[config.mk]
export PLATFORM = sky130hd
export DESIGN_NAME = sram_cycle_seq
export DESIGN_NICKNAME = d
export VERILOG_FILES = /design/src/rtl/sram_seq_pkg.sv /design/src/rtl/sram_seq_sync.sv /design/src/rtl/sram_seq_phase.sv /design/src/rtl/sram_seq_pins.sv /design/src/rtl/sram_cycle_seq.sv
export SDC_FILE = /design/constraint.sdc
export NUM_CORES = 1
export LEC_CHECK = 0
export CAP_MARGIN = 20
export CORE_ASPECT_RATIO = 1.4
export CORE_MARGIN = 2
export CORE_UTILIZATION = 25
export CTS_CLUSTER_SIZE = 28
export DETAILED_ROUTE_END_ITERATION = 8
export GPL_TIMING_DRIVEN = 0
export PLACE_DENSITY_LB_ADDON = 0.2
export SYNTH_ARGS = -nofsm -noshare
export SYNTH_HDL_FRONTEND = slang
export SYNTH_SLANG_ARGS = --single-unit
[constraint.sdc]
create_clock -name clk -period 5.55 [get_ports clk]
set_input_delay 1.665 -clock clk [delete_from_list [all_inputs] [get_ports clk]]
set_output_delay 1.665 -clock clk [all_outputs]
set_load 0.01 [all_outputs]
[src/rtl/sram_seq_pkg.sv]
package sram_seq_pkg;

    localparam int CNT_W  = 6;
    localparam int DATA_W = 16;
    localparam int LANES  = DATA_W / 8;

    typedef enum logic [1:0] {
        PH_IDLE  = 2'd0,
        PH_SETUP = 2'd1,
        PH_PULSE = 2'd2,
        PH_HOLD  = 2'd3
    } phase_e;

    typedef enum logic [1:0] {
        WM_OFF    = 2'd0,
        WM_RSVD   = 2'd1,
        WM_FREEZE = 2'd2,
        WM_READY  = 2'd3
    } wait_mode_e;

    typedef struct packed {
        logic [CNT_W-1:0] setup;
        logic [CNT_W-1:0] pulse;
        logic [CNT_W-1:0] hold;
    } timing_t;

    typedef struct packed {
        logic              is_write;
        logic              bus16;
        logic              byte_write;
        logic              we_ctrl;
        wait_mode_e        wmode;
        logic [LANES-1:0]  be;
        logic [DATA_W-1:0] wdata;
        timing_t           tm;
    } xfer_t;

    typedef struct packed {
        logic             cs_n;
        logic             rd_n;
        logic             we_n;
        logic [LANES-1:0] wr_n;
        logic [LANES-1:0] bs_n;
        logic             oe;
    } pins_t;

    function automatic logic wait_enabled(wait_mode_e m);
        return (m == WM_FREEZE) || (m == WM_READY);
    endfunction

    function automatic logic [CNT_W-1:0] pulse_len(logic [CNT_W-1:0] p);
        return (p == '0) ? CNT_W'(1) : p;
    endfunction

    function automatic logic [CNT_W-1:0] hold_len(logic [CNT_W-1:0] h, wait_mode_e m);
        return (wait_enabled(m) && h == '0) ? CNT_W'(1) : h;
    endfunction

endpackage

[src/rtl/sram_seq_sync.sv]
module sram_seq_sync #(
    parameter int STAGES = 2
) (
    input  logic clk,
    input  logic rst,
    input  logic din,
    output logic dout
);
    logic [STAGES-1:0] chain;

    always_ff @(posedge clk) begin
        if (rst) chain <= '1;
        else     chain <= {chain[STAGES-2:0], din};
    end

    assign dout = chain[STAGES-1];
endmodule

[src/rtl/sram_seq_phase.sv]
module sram_seq_phase
    import sram_seq_pkg::*;
(
    input  logic       clk,
    input  logic       rst,
    input  logic       start,
    input  timing_t    start_tm,
    input  timing_t    cur_tm,
    input  wait_mode_e cur_wm,
    input  logic       wait_req,
    output phase_e     phase,
    output logic       pulse_done,
    output logic       cycle_done
);
    logic [CNT_W-1:0] cnt, cnt_n, hl;
    phase_e           ph_n;
    logic             freeze, extend;

    assign hl     = hold_len(cur_tm.hold, cur_wm);
    assign freeze = (cur_wm == WM_FREEZE) && wait_req;
    assign extend = (cur_wm == WM_READY)  && wait_req;

    always_comb begin
        ph_n       = phase;
        cnt_n      = cnt;
        pulse_done = 1'b0;
        cycle_done = 1'b0;
        case (phase)
            PH_IDLE: begin
                if (start) begin
                    if (start_tm.setup != '0) begin
                        ph_n  = PH_SETUP;
                        cnt_n = start_tm.setup - 1'b1;
                    end else begin
                        ph_n  = PH_PULSE;
                        cnt_n = pulse_len(start_tm.pulse) - 1'b1;
                    end
                end
            end
            PH_SETUP: begin
                if (cnt != '0) cnt_n = cnt - 1'b1;
                else begin
                    ph_n  = PH_PULSE;
                    cnt_n = pulse_len(cur_tm.pulse) - 1'b1;
                end
            end
            PH_PULSE: begin
                if (freeze) begin
                    cnt_n = cnt;
                end else if (cnt != '0) begin
                    cnt_n = cnt - 1'b1;
                end else if (!extend) begin
                    pulse_done = 1'b1;
                    if (hl != '0) begin
                        ph_n  = PH_HOLD;
                        cnt_n = hl - 1'b1;
                    end else begin
                        ph_n       = PH_IDLE;
                        cycle_done = 1'b1;
                    end
                end
            end
            default: begin
                if (cnt != '0) cnt_n = cnt - 1'b1;
                else begin
                    ph_n       = PH_IDLE;
                    cycle_done = 1'b1;
                end
            end
        endcase
    end

    always_ff @(posedge clk) begin
        if (rst) begin
            phase <= PH_IDLE;
            cnt   <= '0;
        end else begin
            phase <= ph_n;
            cnt   <= cnt_n;
        end
    end
endmodule

[src/rtl/sram_seq_pins.sv]
module sram_seq_pins
    import sram_seq_pkg::*;
(
    input  phase_e phase,
    input  xfer_t  xfer,
    output pins_t  pins
);
    logic active, in_pulse, strobe_on, cs_on, lane_sel, per_byte;

    assign active   = (phase != PH_IDLE);
    assign in_pulse = (phase == PH_PULSE);
    assign lane_sel = xfer.bus16 && !xfer.byte_write;
    assign per_byte = xfer.bus16 && xfer.byte_write;

    always_comb begin
        strobe_on = xfer.we_ctrl ? in_pulse : 1'b1;
        cs_on     = xfer.we_ctrl ? 1'b1 : in_pulse;
        pins.cs_n = 1'b1;
        pins.rd_n = 1'b1;
        pins.we_n = 1'b1;
        pins.wr_n = '1;
        pins.bs_n = '1;
        pins.oe   = 1'b0;
        if (active) begin
            pins.bs_n = lane_sel ? ~xfer.be : '1;
            if (!xfer.is_write) begin
                pins.cs_n = 1'b0;
                pins.rd_n = !in_pulse;
            end else begin
                pins.oe   = 1'b1;
                pins.cs_n = !cs_on;
                if (per_byte) pins.wr_n = strobe_on ? ~xfer.be : '1;
                else          pins.we_n = !strobe_on;
            end
        end
    end
endmodule

[src/rtl/sram_cycle_seq.sv]
module sram_cycle_seq
    import sram_seq_pkg::*;
#(
    parameter int ADDR_W      = 24,
    parameter int SYNC_STAGES = 2
) (
    input  logic              clk,
    input  logic              rst,
    input  logic              req_valid,
    input  logic              req_write,
    input  logic [ADDR_W-1:0] req_addr,
    input  logic [DATA_W-1:0] req_wdata,
    input  logic [LANES-1:0]  req_be,
    output logic              req_ack,
    output logic [DATA_W-1:0] rsp_rdata,
    input  logic [1:0]        cfg_wait_mode,
    input  logic              cfg_bus16,
    input  logic              cfg_byte_write,
    input  logic              cfg_we_timed,
    input  logic [CNT_W-1:0]  cfg_rd_setup,
    input  logic [CNT_W-1:0]  cfg_rd_pulse,
    input  logic [CNT_W-1:0]  cfg_rd_hold,
    input  logic [CNT_W-1:0]  cfg_wr_setup,
    input  logic [CNT_W-1:0]  cfg_wr_pulse,
    input  logic [CNT_W-1:0]  cfg_wr_hold,
    output logic [ADDR_W-1:0] mem_addr,
    output logic              mem_cs_n,
    output logic              mem_rd_n,
    output logic              mem_we_n,
    output logic [LANES-1:0]  mem_wr_n,
    output logic [LANES-1:0]  mem_bs_n,
    output logic [DATA_W-1:0] mem_dq_o,
    output logic              mem_dq_oe,
    input  logic [DATA_W-1:0] mem_dq_i,
    input  logic              mem_wait_n
);
    xfer_t             xfer_q, xfer_new;
    phase_e            phase;
    pins_t             pins;
    logic              accept, pulse_done, cycle_done, wait_s;
    logic [DATA_W-1:0] rd_lanes;

    always_comb begin
        xfer_new.is_write   = req_write;
        xfer_new.bus16      = cfg_bus16;
        xfer_new.byte_write = cfg_byte_write;
        xfer_new.we_ctrl    = cfg_we_timed;
        xfer_new.wmode      = wait_mode_e'(cfg_wait_mode);
        xfer_new.be         = req_be;
        xfer_new.wdata      = req_wdata;
        xfer_new.tm.setup   = req_write ? cfg_wr_setup : cfg_rd_setup;
        xfer_new.tm.pulse   = req_write ? cfg_wr_pulse : cfg_rd_pulse;
        xfer_new.tm.hold    = req_write ? cfg_wr_hold  : cfg_rd_hold;
    end

    assign accept = req_valid && (phase == PH_IDLE) && !req_ack;

    sram_seq_sync #(.STAGES(SYNC_STAGES)) u_sync (
        .clk  (clk),
        .rst  (rst),
        .din  (mem_wait_n),
        .dout (wait_s)
    );

    sram_seq_phase u_phase (
        .clk        (clk),
        .rst        (rst),
        .start      (accept),
        .start_tm   (xfer_new.tm),
        .cur_tm     (xfer_q.tm),
        .cur_wm     (xfer_q.wmode),
        .wait_req   (!wait_s),
        .phase      (phase),
        .pulse_done (pulse_done),
        .cycle_done (cycle_done)
    );

    sram_seq_pins u_pins (
        .phase (phase),
        .xfer  (xfer_q),
        .pins  (pins)
    );

    for (genvar g = 0; g < LANES; g++) begin : g_lane
        if (g == 0) begin : g_base
            assign mem_dq_o[7:0] = xfer_q.wdata[7:0];
            assign rd_lanes[7:0] = mem_dq_i[7:0];
        end else begin : g_wide
            assign mem_dq_o[g*8 +: 8] = xfer_q.bus16 ? xfer_q.wdata[g*8 +: 8] : 8'h00;
            assign rd_lanes[g*8 +: 8] = xfer_q.bus16 ? mem_dq_i[g*8 +: 8]    : 8'h00;
        end
    end

    always_ff @(posedge clk) begin
        if (rst) begin
            xfer_q    <= '0;
            mem_addr  <= '0;
            req_ack   <= 1'b0;
            rsp_rdata <= '0;
        end else begin
            if (accept) begin
                xfer_q   <= xfer_new;
                mem_addr <= req_addr;
            end
            req_ack <= cycle_done;
            if (pulse_done && !xfer_q.is_write) rsp_rdata <= rd_lanes;
        end
    end

    assign mem_cs_n  = pins.cs_n;
    assign mem_rd_n  = pins.rd_n;
    assign mem_we_n  = pins.we_n;
    assign mem_wr_n  = pins.wr_n;
    assign mem_bs_n  = pins.bs_n;
    assign mem_dq_oe = pins.oe;
endmodule

==> metrics.txt, run 1 <==
antenna fix cells 0; CP startpoint kind input pin; xor/xnor cell area share of the yosys netlist 0.0185; worst reg2reg path startpoint xfer_q[2]$_SDFFE_PP0P_; vias per cell 4.84; Antenna Violating Nets Remaining 0; clock latency on the worst-skew pair 0.34 ns; hold crit path type reg2reg; port bufs 167; number of synthesized flops with an enable pin 0; Total Routed Length 14.3 mm; Ys Warns 0; largest net degree at the start of global routing 17; min-delay src u_sync.chain[0]$_SDFF_PP1_; synthesized area 0.00426 mm2; drt wl/cell 15.2 um; Leakage 0.00240 uW; hold_ws 0.415 ns; CTS tree done; Peak supply drop 0.000163 V; Post-Synth Simple-Gate Area 0.252; final net count 838; top_reg_cell synth dfxtp_1; WS Path Type in2reg; RSZ-0062 raised after global routing no; Cells after Synth 550; Die H 158 um; core area 0.0167 mm2; multiplexer share of the synthesized area 0.0400; CP Capture Type register; chip width 114 um; global route hottest layer met2; Post-Syn Nets 660; Synth async-reset ratio 0; GPL Wtd Cong 0.910; met2 GRT Util 0.290; Clock Skew 0.00749 ns; Die ar. 0.0181 mm2; TritonCTS buffer count 9; postcts setup bufs 0; CTS sink cnt 87; Avg Inst Size Synth 7.74 um2; CTS max path bufs 2; worst slew pin tran 0.689 ns; compound-cell area share of the yosys netlist 0.199; crit-path max FO 7; number of I/O pins 169; antenna violations before repair 0; Yosys reg bits 87; Critical Path AT 4.56 ns; num rows 56; run status completed; vias in the first global route 4516; relative slew slack 0.529; power density over cell area 338 mW/mm2; # setup viols final 0; Setup TNS 0 ns; sequential area share after synthesis 0.409; gr usage total 0.156; top post-synthesis cells by area dfxtp_1, nand2_1, a21oi_1, mux2i_1, a211oi_1; Final Max Tran Viols 0; H-tree depth 3; most common cell in the netlist nand2_1; Yosys cell types 61; Synth Area in Adders 0.0176; router iterations before antenna repair 5; DR DRC count 0; 1st-iter DRT viols 265; Initial Utilization 0.254; fin crit period 4.36 ns; worst endpoint required time 5.75 ns; max_cap viols 0; Final Cycle Share 0.785; post-CTS sizing 0; M1 GR Usage 0.172; area leader, netlist dfxtp_1; CTS root buf clkbuf_16; GRT overflow 0; Worst Setup SP cfg_rd_setup[0]; post-synth top area share 0.409; Clock Pin Slew Worst Setup and Hold Paths 0.06 ns; cts hold-fix bufs 0; Vias 4534; first-pass GRT wire length 22.4 mm; Synth top cells by count nand2_1, dfxtp_1, a21oi_1, nor2_1, clkbuf_1; final hold viol count 0; main combinational cell family by area after synthesis simple AND/OR/NAND/NOR gates; f_max 229 MHz; P&R area growth vs syn 52.9%; layout cells sized above 1 0.0587; dpl hpwl 11.4 mm; routing usage on met3 0.0247
-- sequential cells by signal (all words and copies together), names as in the netlist --
signal	count
xfer_q	28
mem_addr	24
rsp_rdata	16
mem_dq_o	8
u_phase.cnt	6
u_phase.phase	2
u_sync.chain	2
req_ack	1
-- report_power, final --
group / total (uW) / internal (uW) / leakage (uW) / switching, uW
Sequential: 771 / 707 / 0.000714 / 64.1
Clock: 670 / 402 / 0.000163 / 268
Combinational: 762 / 348 / 0.00152 / 413
-- path summary, 6_finish.rpt --
path / end / slack [ns] / depth (start not counted)
max: u_phase.cnt[2]$_SDFFE_PP0P_ / 1.19 / 11
max reg2reg: u_phase.cnt[2]$_SDFFE_PP0P_ / 2.88 / 8
min reg2reg: u_sync.chain[1]$_SDFF_PP1_ / 0.41 / 1
min: u_sync.chain[1]$_SDFF_PP1_ / 0.41 / 1
-- layer usage --
metal  part of all wire  vias to the layer above
met5                  0                        -
met4              0.029                        0
met3              0.050                       24
met2               0.53                      149
met1               0.40                     2109
li1                   -                     2252
-- worst max-delay path, stage by stage --
cell and delay, ns:
clkdlybuf4s50_1 0.45, nor4_1 0.49, nor4b_4 0.41, nor2_1 0.22, inv_1 0.09, a21oi_1 0.07, a21o_1 0.18, ha_1 0.24
and4_1 0.17, o41ai_1 0.48, a221oi_2 0.10
-- metrics by stage --
| stage | setup WS, ns | area [um2] | utilization | cells | total power, uW |
|---|---|---|---|---|---|
| 4_1_cts | 1.20 | 6510 | 0.389 | 936 | 2220 |
| 5_1_grt | 0.996 | 6510 | 0.389 | 936 | 2350 |
| 3_5_place_dp | 0.867 | 6180 | 0.369 | 920 | 1550 |
| 3_3_place_gp | 0.903 | 6180 | 0.369 | 920 | 1530 |
| 2_1_floorplan | 1.88 | 4260 | - | 550 | 1240 |
| 6_report | 1.19 | 6510 | 0.389 | 936 | 2200 |
-- cell type report --
cell class,count,area (um2)
inverter,13,48.8
tap,203,254
multi-input combinational,406,2250
buffer,44,221
fill,1724,10200
clock buffer,9,225
timing repair buffer,167,1670
sequential,87,1740
clock inverter,7,103
-- logic make-up after synthesis --
group	count (synthesis)
muxes	17
DFF	87
buffers and inverters	57
and+or+nand+nor	236
adders and majority gates	6
xor gates and xnor gates	9
AOI/OAI and AO/OA	138
-- placed cells by master, fill, tap and decap left out, types with 3 or more instances in the layout --
master             n
clkbuf_16          9
nor2b_1            4
or2_2              3
nor3b_1            7
buf_4              9
and2_1             8
o21ai_0           12
buf_2              3
ha_1               6
clkdlybuf4s50_1  167
a21o_1             4
clkbuf_1          23
o31ai_1            3
nand3_1           12
o22ai_1            3
nand2b_1           3
nor3_1             8
a211oi_1          17
buf_1              6
mux2i_1           17
nor4_1             5
inv_6              3
inv_1             13
xor2_1             6
nor2_1            32
xnor2_1            3
nand2_1          140
a21oi_1           73
dfxtp_1           87
a31oi_1            5
Power figures use the tool's default switching activity.
==> run 2, diff against run 1 <==
==> constraint.sdc (replaced) <==
create_clock -name clk -period 3.6 [get_ports clk]
set_input_delay 1.08 -clock clk [delete_from_list [all_inputs] [get_ports clk]]
set_output_delay 1.08 -clock clk [all_outputs]
set_load 0.01 [all_outputs]
==> run 2 against run 1 <==
Compared with the run above: via count fell by 0.49%; sequential share of layout area fell by 0.21 points; clock power rose by 54%; combinational power rose by 54%; highest routed layer unchanged; critical path depth did not move; global-route usage rose by 0.064 points; core utilization rose by 0.31 points; cell area rose by 0.81%; worst hold slack barely moved; largest cell class unchanged; sequential cell count did not move; final cell count did not move.
==> metrics.txt, run 2 (synthesis gave the netlist of run 1 again) <==
Largest Register xfer_q; power density over cell area 518 mW/mm2; Largest register FFs 28; antenna violations before repair 0; crit-path max FO 7; Die ar. 0.0181 mm2; run status completed; vias in the first global route 4501; Logic pwr share 0.345; Final Max Tran Viols 0; Sw Share 0.339; TritonCTS buffer count 9; layout cells sized above 1 0.0668; Largest regs xfer_q (28), mem_addr (24), rsp_rdata (16); Final Cycle Share 0.949; worst slew pin tran 0.597 ns; DR DRC count 0; worst endpoint required time 3.85 ns; relative slew slack 0.602; Vias 4512; GPL Wtd Cong 0.910; CTS max path bufs 2; slowest CP cell clkdlybuf4s50_1; fin crit period 3.42 ns; core area 0.0167 mm2; # setup viols final 0; RSZ-0062 raised after global routing no; Antenna Violating Nets Remaining 0; commonest non-fill, non-tap cell in the layout clkdlybuf4s50_1; antenna fix cells 0; Clock Pin Slew Worst Setup and Hold Paths 0.06 ns; Initial Utilization 0.254; internal power 2250 uW; num rows 56; P&R area growth vs syn 54.1%; final hold viol count 0; router iterations before antenna repair 5; max_cap viols 0; Clock Skew 0.00668 ns; Critical Path AT 3.67 ns; CTS root buf clkbuf_16; largest net degree at the start of global routing 17; Reg power frac 0.352; Die H 158 um; hold crit path type reg2reg; final net count 838; first-pass GRT wire length 22.5 mm; sw power 1150 uW; CP peak stage delay 0.48 ns; CP startpoint kind input pin; Design Area, Final 0.00657 mm2; number of I/O pins 169; most frequent cells in the layout clkdlybuf4s50_1, nand2_1, dfxtp_1; CP Capture Type register; CTS tree done; Peak supply drop 0.000246 V; H-tree depth 3; GRT overflow 0; clock latency on the worst-skew pair 0.34 ns; Area after DPL 0.00618 mm2; cts hold-fix bufs 0; drt wl/cell 15.3 um; CP Cell Sequence clkdlybuf4s50_1 > nor4_4 > nor4b_4 > nor2_2 > inv_1 > a21oi_1 > a21o_1 > ha_1 > nor4_1 > o41ai_2 > a221oi_2; vias per cell 4.82; WS Path Type in2reg; gr usage total 0.156; Total Routed Length 14.3 mm; port bufs 167; Leakage 0.00242 uW; DP Worst Slack -0.498 ns; dpl hpwl 11.4 mm; setup ws final 0.182 ns; chip width 114 um; f_max 293 MHz; CTS sink cnt 87; Clk network pwr share 0.303; 1st-iter DRT viols 290; Layout fillers 1719
==> run 2: final cells by class <==
type	count	area [um2]	area share
tap	203	254	0.0387
clock buffer	9	225	0.0343
buffer	43	220	0.0335
inverter	13	48.8	0.00743
multi-input combinational	406	2290	0.349
sequential	87	1740	0.265
timing repair buffer	168	1680	0.256
clock inverter	7	103	0.0156
==> run 2: routing by layer <==
metal / global-route usage / vias up / part of all wire
met5: 0 / - / 0
met4: 0.0650 / 0 / 0.024
met3: 0.0221 / 21 / 0.046
met2: 0.295 / 152 / 0.53
met1: 0.174 / 2088 / 0.40
li1: - / 2251 / -
==> run 2: metrics by stage <==
step                hold slack, ns  power (uW)  TNS, ns  cells  utilization
global placement             0.405        2370    -1.01    920        0.369
global route                 0.438        3620        0    936        0.392
finish                       0.414        3400        0    936        0.392
detailed placement           0.400        2390    -1.17    920        0.369
floorplan                    0.389        1910        0    550            -
CTS                          0.420        3430        0    937        0.390
==> run 2: worst max-delay path, delay by kind of cell <==
kind                       cells  cell delay, ns
buffers and inverters          2            0.55
AOI/OAI and AO/OA              4            0.62
and+or+nand+nor                4            1.19
adders and majority gates      1            0.24
==> run 2: repair_timing <==
action,in CTS,in global routing
cloned,0,0
resized for setup,3,7
setup buffers,1,0
setup endpoints to repair,4,5
==> run 2: worst paths after layout <==
kind                                   start                          end  slack [ns]  cells after the start
hold reg to reg   u_sync.chain[0]$_SDFF_PP1_   u_sync.chain[1]$_SDFF_PP1_        0.41                      1
setup reg to reg      xfer_q[2]$_SDFFE_PP0P_  u_phase.cnt[2]$_SDFFE_PP0P_        1.00                      8
setup / recovery             cfg_rd_setup[0]  u_phase.cnt[2]$_SDFFE_PP0P_        0.18                     11
hold / removal    u_sync.chain[0]$_SDFF_PP1_   u_sync.chain[1]$_SDFF_PP1_        0.41                      1
==> run 2: power by group through the flow <==
stage / clock network, uW / logic (uW) / registers, uW
floorplan: 0 / 707 / 1200
global placement: 0 / 1160 / 1200
detailed placement: 0 / 1180 / 1210
CTS: 1060 / 1180 / 1190
global route: 1100 / 1300 / 1220
finish: 1030 / 1170 / 1200
==> run 3, diff against run 2 <==
--- a/config.mk
+++ b/config.mk
@@ -8,7 +8,7 @@
 export CAP_MARGIN = 20
 export CORE_ASPECT_RATIO = 1.4
 export CORE_MARGIN = 2
-export CORE_UTILIZATION = 25
+export CORE_UTILIZATION = 40
 export CTS_CLUSTER_SIZE = 28
 export DETAILED_ROUTE_END_ITERATION = 8
 export GPL_TIMING_DRIVEN = 0
==> run 3 against run 2 <==
Compared with the run above: final cell count shrank 6.6%; largest power group unchanged; power shrank 2.9%; core utilization grew 23 points; sequential share of layout area grew 0.51 points; clock skew grew 0.0010 ns; critical endpoint unchanged; largest cell class unchanged; first-iteration DRC count shrank 42%; sequential cell count is the same; count of clock-buffer cells in the layout grew 2.
==> metrics.txt, run 3 (synthesis gave the netlist of run 1 again) <==
drt wl/cell 15.5 um; Initial Utilization 0.412; chip width 91.2 um; sw power 1120 uW; vias per cell 5.26; power density over cell area 513 mW/mm2; gr usage total 0.227; run status completed; Die ar. 0.0115 mm2; Largest Register xfer_q; Core Util, Final 0.622; Total Routed Length 13.5 mm; Clock Skew 0.00769 ns; final net count 841; commonest non-fill, non-tap cell in the layout clkdlybuf4s50_1; Setup TNS 0 ns; CTS tree done; clock latency on the worst-skew pair 0.33 ns; Antenna Violating Nets Remaining 0; fin crit period 3.54 ns; antenna fix cells 0; relative slew slack 0.520; vias in the first global route 4485; CTS max path bufs 2; # setup viols final 0; placed insts 855; most frequent cells in the layout clkdlybuf4s50_1, nand2_1, dfxtp_1; RSZ-0062 raised after global routing yes; CP Cell Sequence clkdlybuf4s50_1 > and4bb_2 > a2111oi_0 > a21o_1 > ha_1 > nor4_1 > o41ai_1 > a221oi_2; Largest register FFs 28; Final Max Tran Viols 0; P&R area growth vs syn 51.2%; internal power 2190 uW; CTS root buf clkbuf_16; slowest CP cell a2111oi_0; GPL Wtd Cong 0.989; TritonCTS buffer count 9; Final Instance Count excl. Fillers 874; hold crit path type reg2reg; max_cap viols 0; dpl hpwl 10.6 mm; GRT overflow 0; worst slew pin tran 0.701 ns; Sw Share 0.338; Logic pwr share 0.356; CP peak stage delay 0.64 ns; Reg power frac 0.361; worst endpoint required time 3.78 ns; Largest regs xfer_q (28), mem_addr (24), rsp_rdata (16); layout cells sized above 1 0.0652; 1st-iter DRT viols 167; first-pass GRT wire length 21.1 mm; Peak supply drop 0.000226 V; crit-path max FO 7; port bufs 167; CTS sink cnt 87; Die H 126 um; router iterations before antenna repair 5; antenna violations before repair 0; WS Path Type in2reg; H-tree depth 3; Clock Pin Slew Worst Setup and Hold Paths 0.06 ns; Critical Path AT 3.72 ns; number of I/O pins 169; Leakage 0.00240 uW; core area 0.0103 mm2; DP Worst Slack -0.395 ns; largest net degree at the start of global routing 15; CP startpoint kind input pin; f_max 283 MHz; CP Capture Type register; Vias 4593; setup ws final 0.0603 ns; final hold viol count 0; Clk network pwr share 0.283; Final Cycle Share 0.983; hold_ws 0.441 ns; num rows 44; DR DRC count 0
-- run 3: power by group through the flow --
stage	Clock (uW)	Sequential, uW	Combinational, uW
final	935	1190	1180
after global routing	984	1210	1290
after CTS	948	1190	1170
after detailed placement	0	1210	1160
after global placement	0	1200	1130
after floorplan	0	1200	707
-- run 3: layer usage --
layer  up-vias  routed length [um]  track usage  part of all wire
met2       172                7190        0.430              0.53
met5         -                   0            0                 0
met3        31                 741       0.0461             0.055
met1      2129                5160        0.240              0.38
met4         0                 432       0.0954             0.032
li1       2261                   -            -                 -
-- run 3: final timing paths --
| kind | slack (ns) | cells past startpoint | from | endpoint |
|---|---|---|---|---|
| worst min-delay path | 0.44 | 1 | u_sync.chain[0]$_SDFF_PP1_ | u_sync.chain[1]$_SDFF_PP1_ |
| worst max register to register | 0.94 | 8 | xfer_q[2]$_SDFFE_PP0P_ | u_phase.cnt[2]$_SDFFE_PP0P_ |
| worst min register to register | 0.44 | 1 | u_sync.chain[0]$_SDFF_PP1_ | u_sync.chain[1]$_SDFF_PP1_ |
| worst max-delay path | 0.06 | 8 | req_write | u_phase.cnt[2]$_SDFFE_PP0P_ |
-- run 3: cell type report --
class / instances / area [um2]
Fill cell: 955 / 3910
Multi-Input combinational cell: 406 / 2260
Sequential cell: 87 / 1740
Timing Repair Buffer: 170 / 1690
Clock buffer: 11 / 243
Buffer: 44 / 226
Tap cell: 138 / 173
Clock inverter: 5 / 56.3
Inverter: 13 / 48.8
-- run 3: what timing repair did --
action | 4_1_cts | 5_1_grt
setup buffers | 0 | 3
hold buffers | 0 | 0
hold endpoints to repair | 0 | 0
gates resized for setup | 2 | 3
setup endpoints to repair | 2 | 4
-- run 3: through the flow --
| stage | total power, uW | cell area (um2) |
|---|---|---|
| after floorplan | 1910 | 4260 |
| after global placement | 2330 | 6100 |
| after detailed placement | 2370 | 6100 |
| after CTS | 3310 | 6410 |
| after global routing | 3480 | 6440 |
| final | 3300 | 6440 |
-- run 3: critical path, delay by kind of cell --
kind / cells / cell delay (ns)
AOI/OAI and AO/OA: 4 / 1.41
adders and majority gates: 1 / 0.22
buffers and inverters: 1 / 0.57
and+or+nand+nor: 2 / 0.44
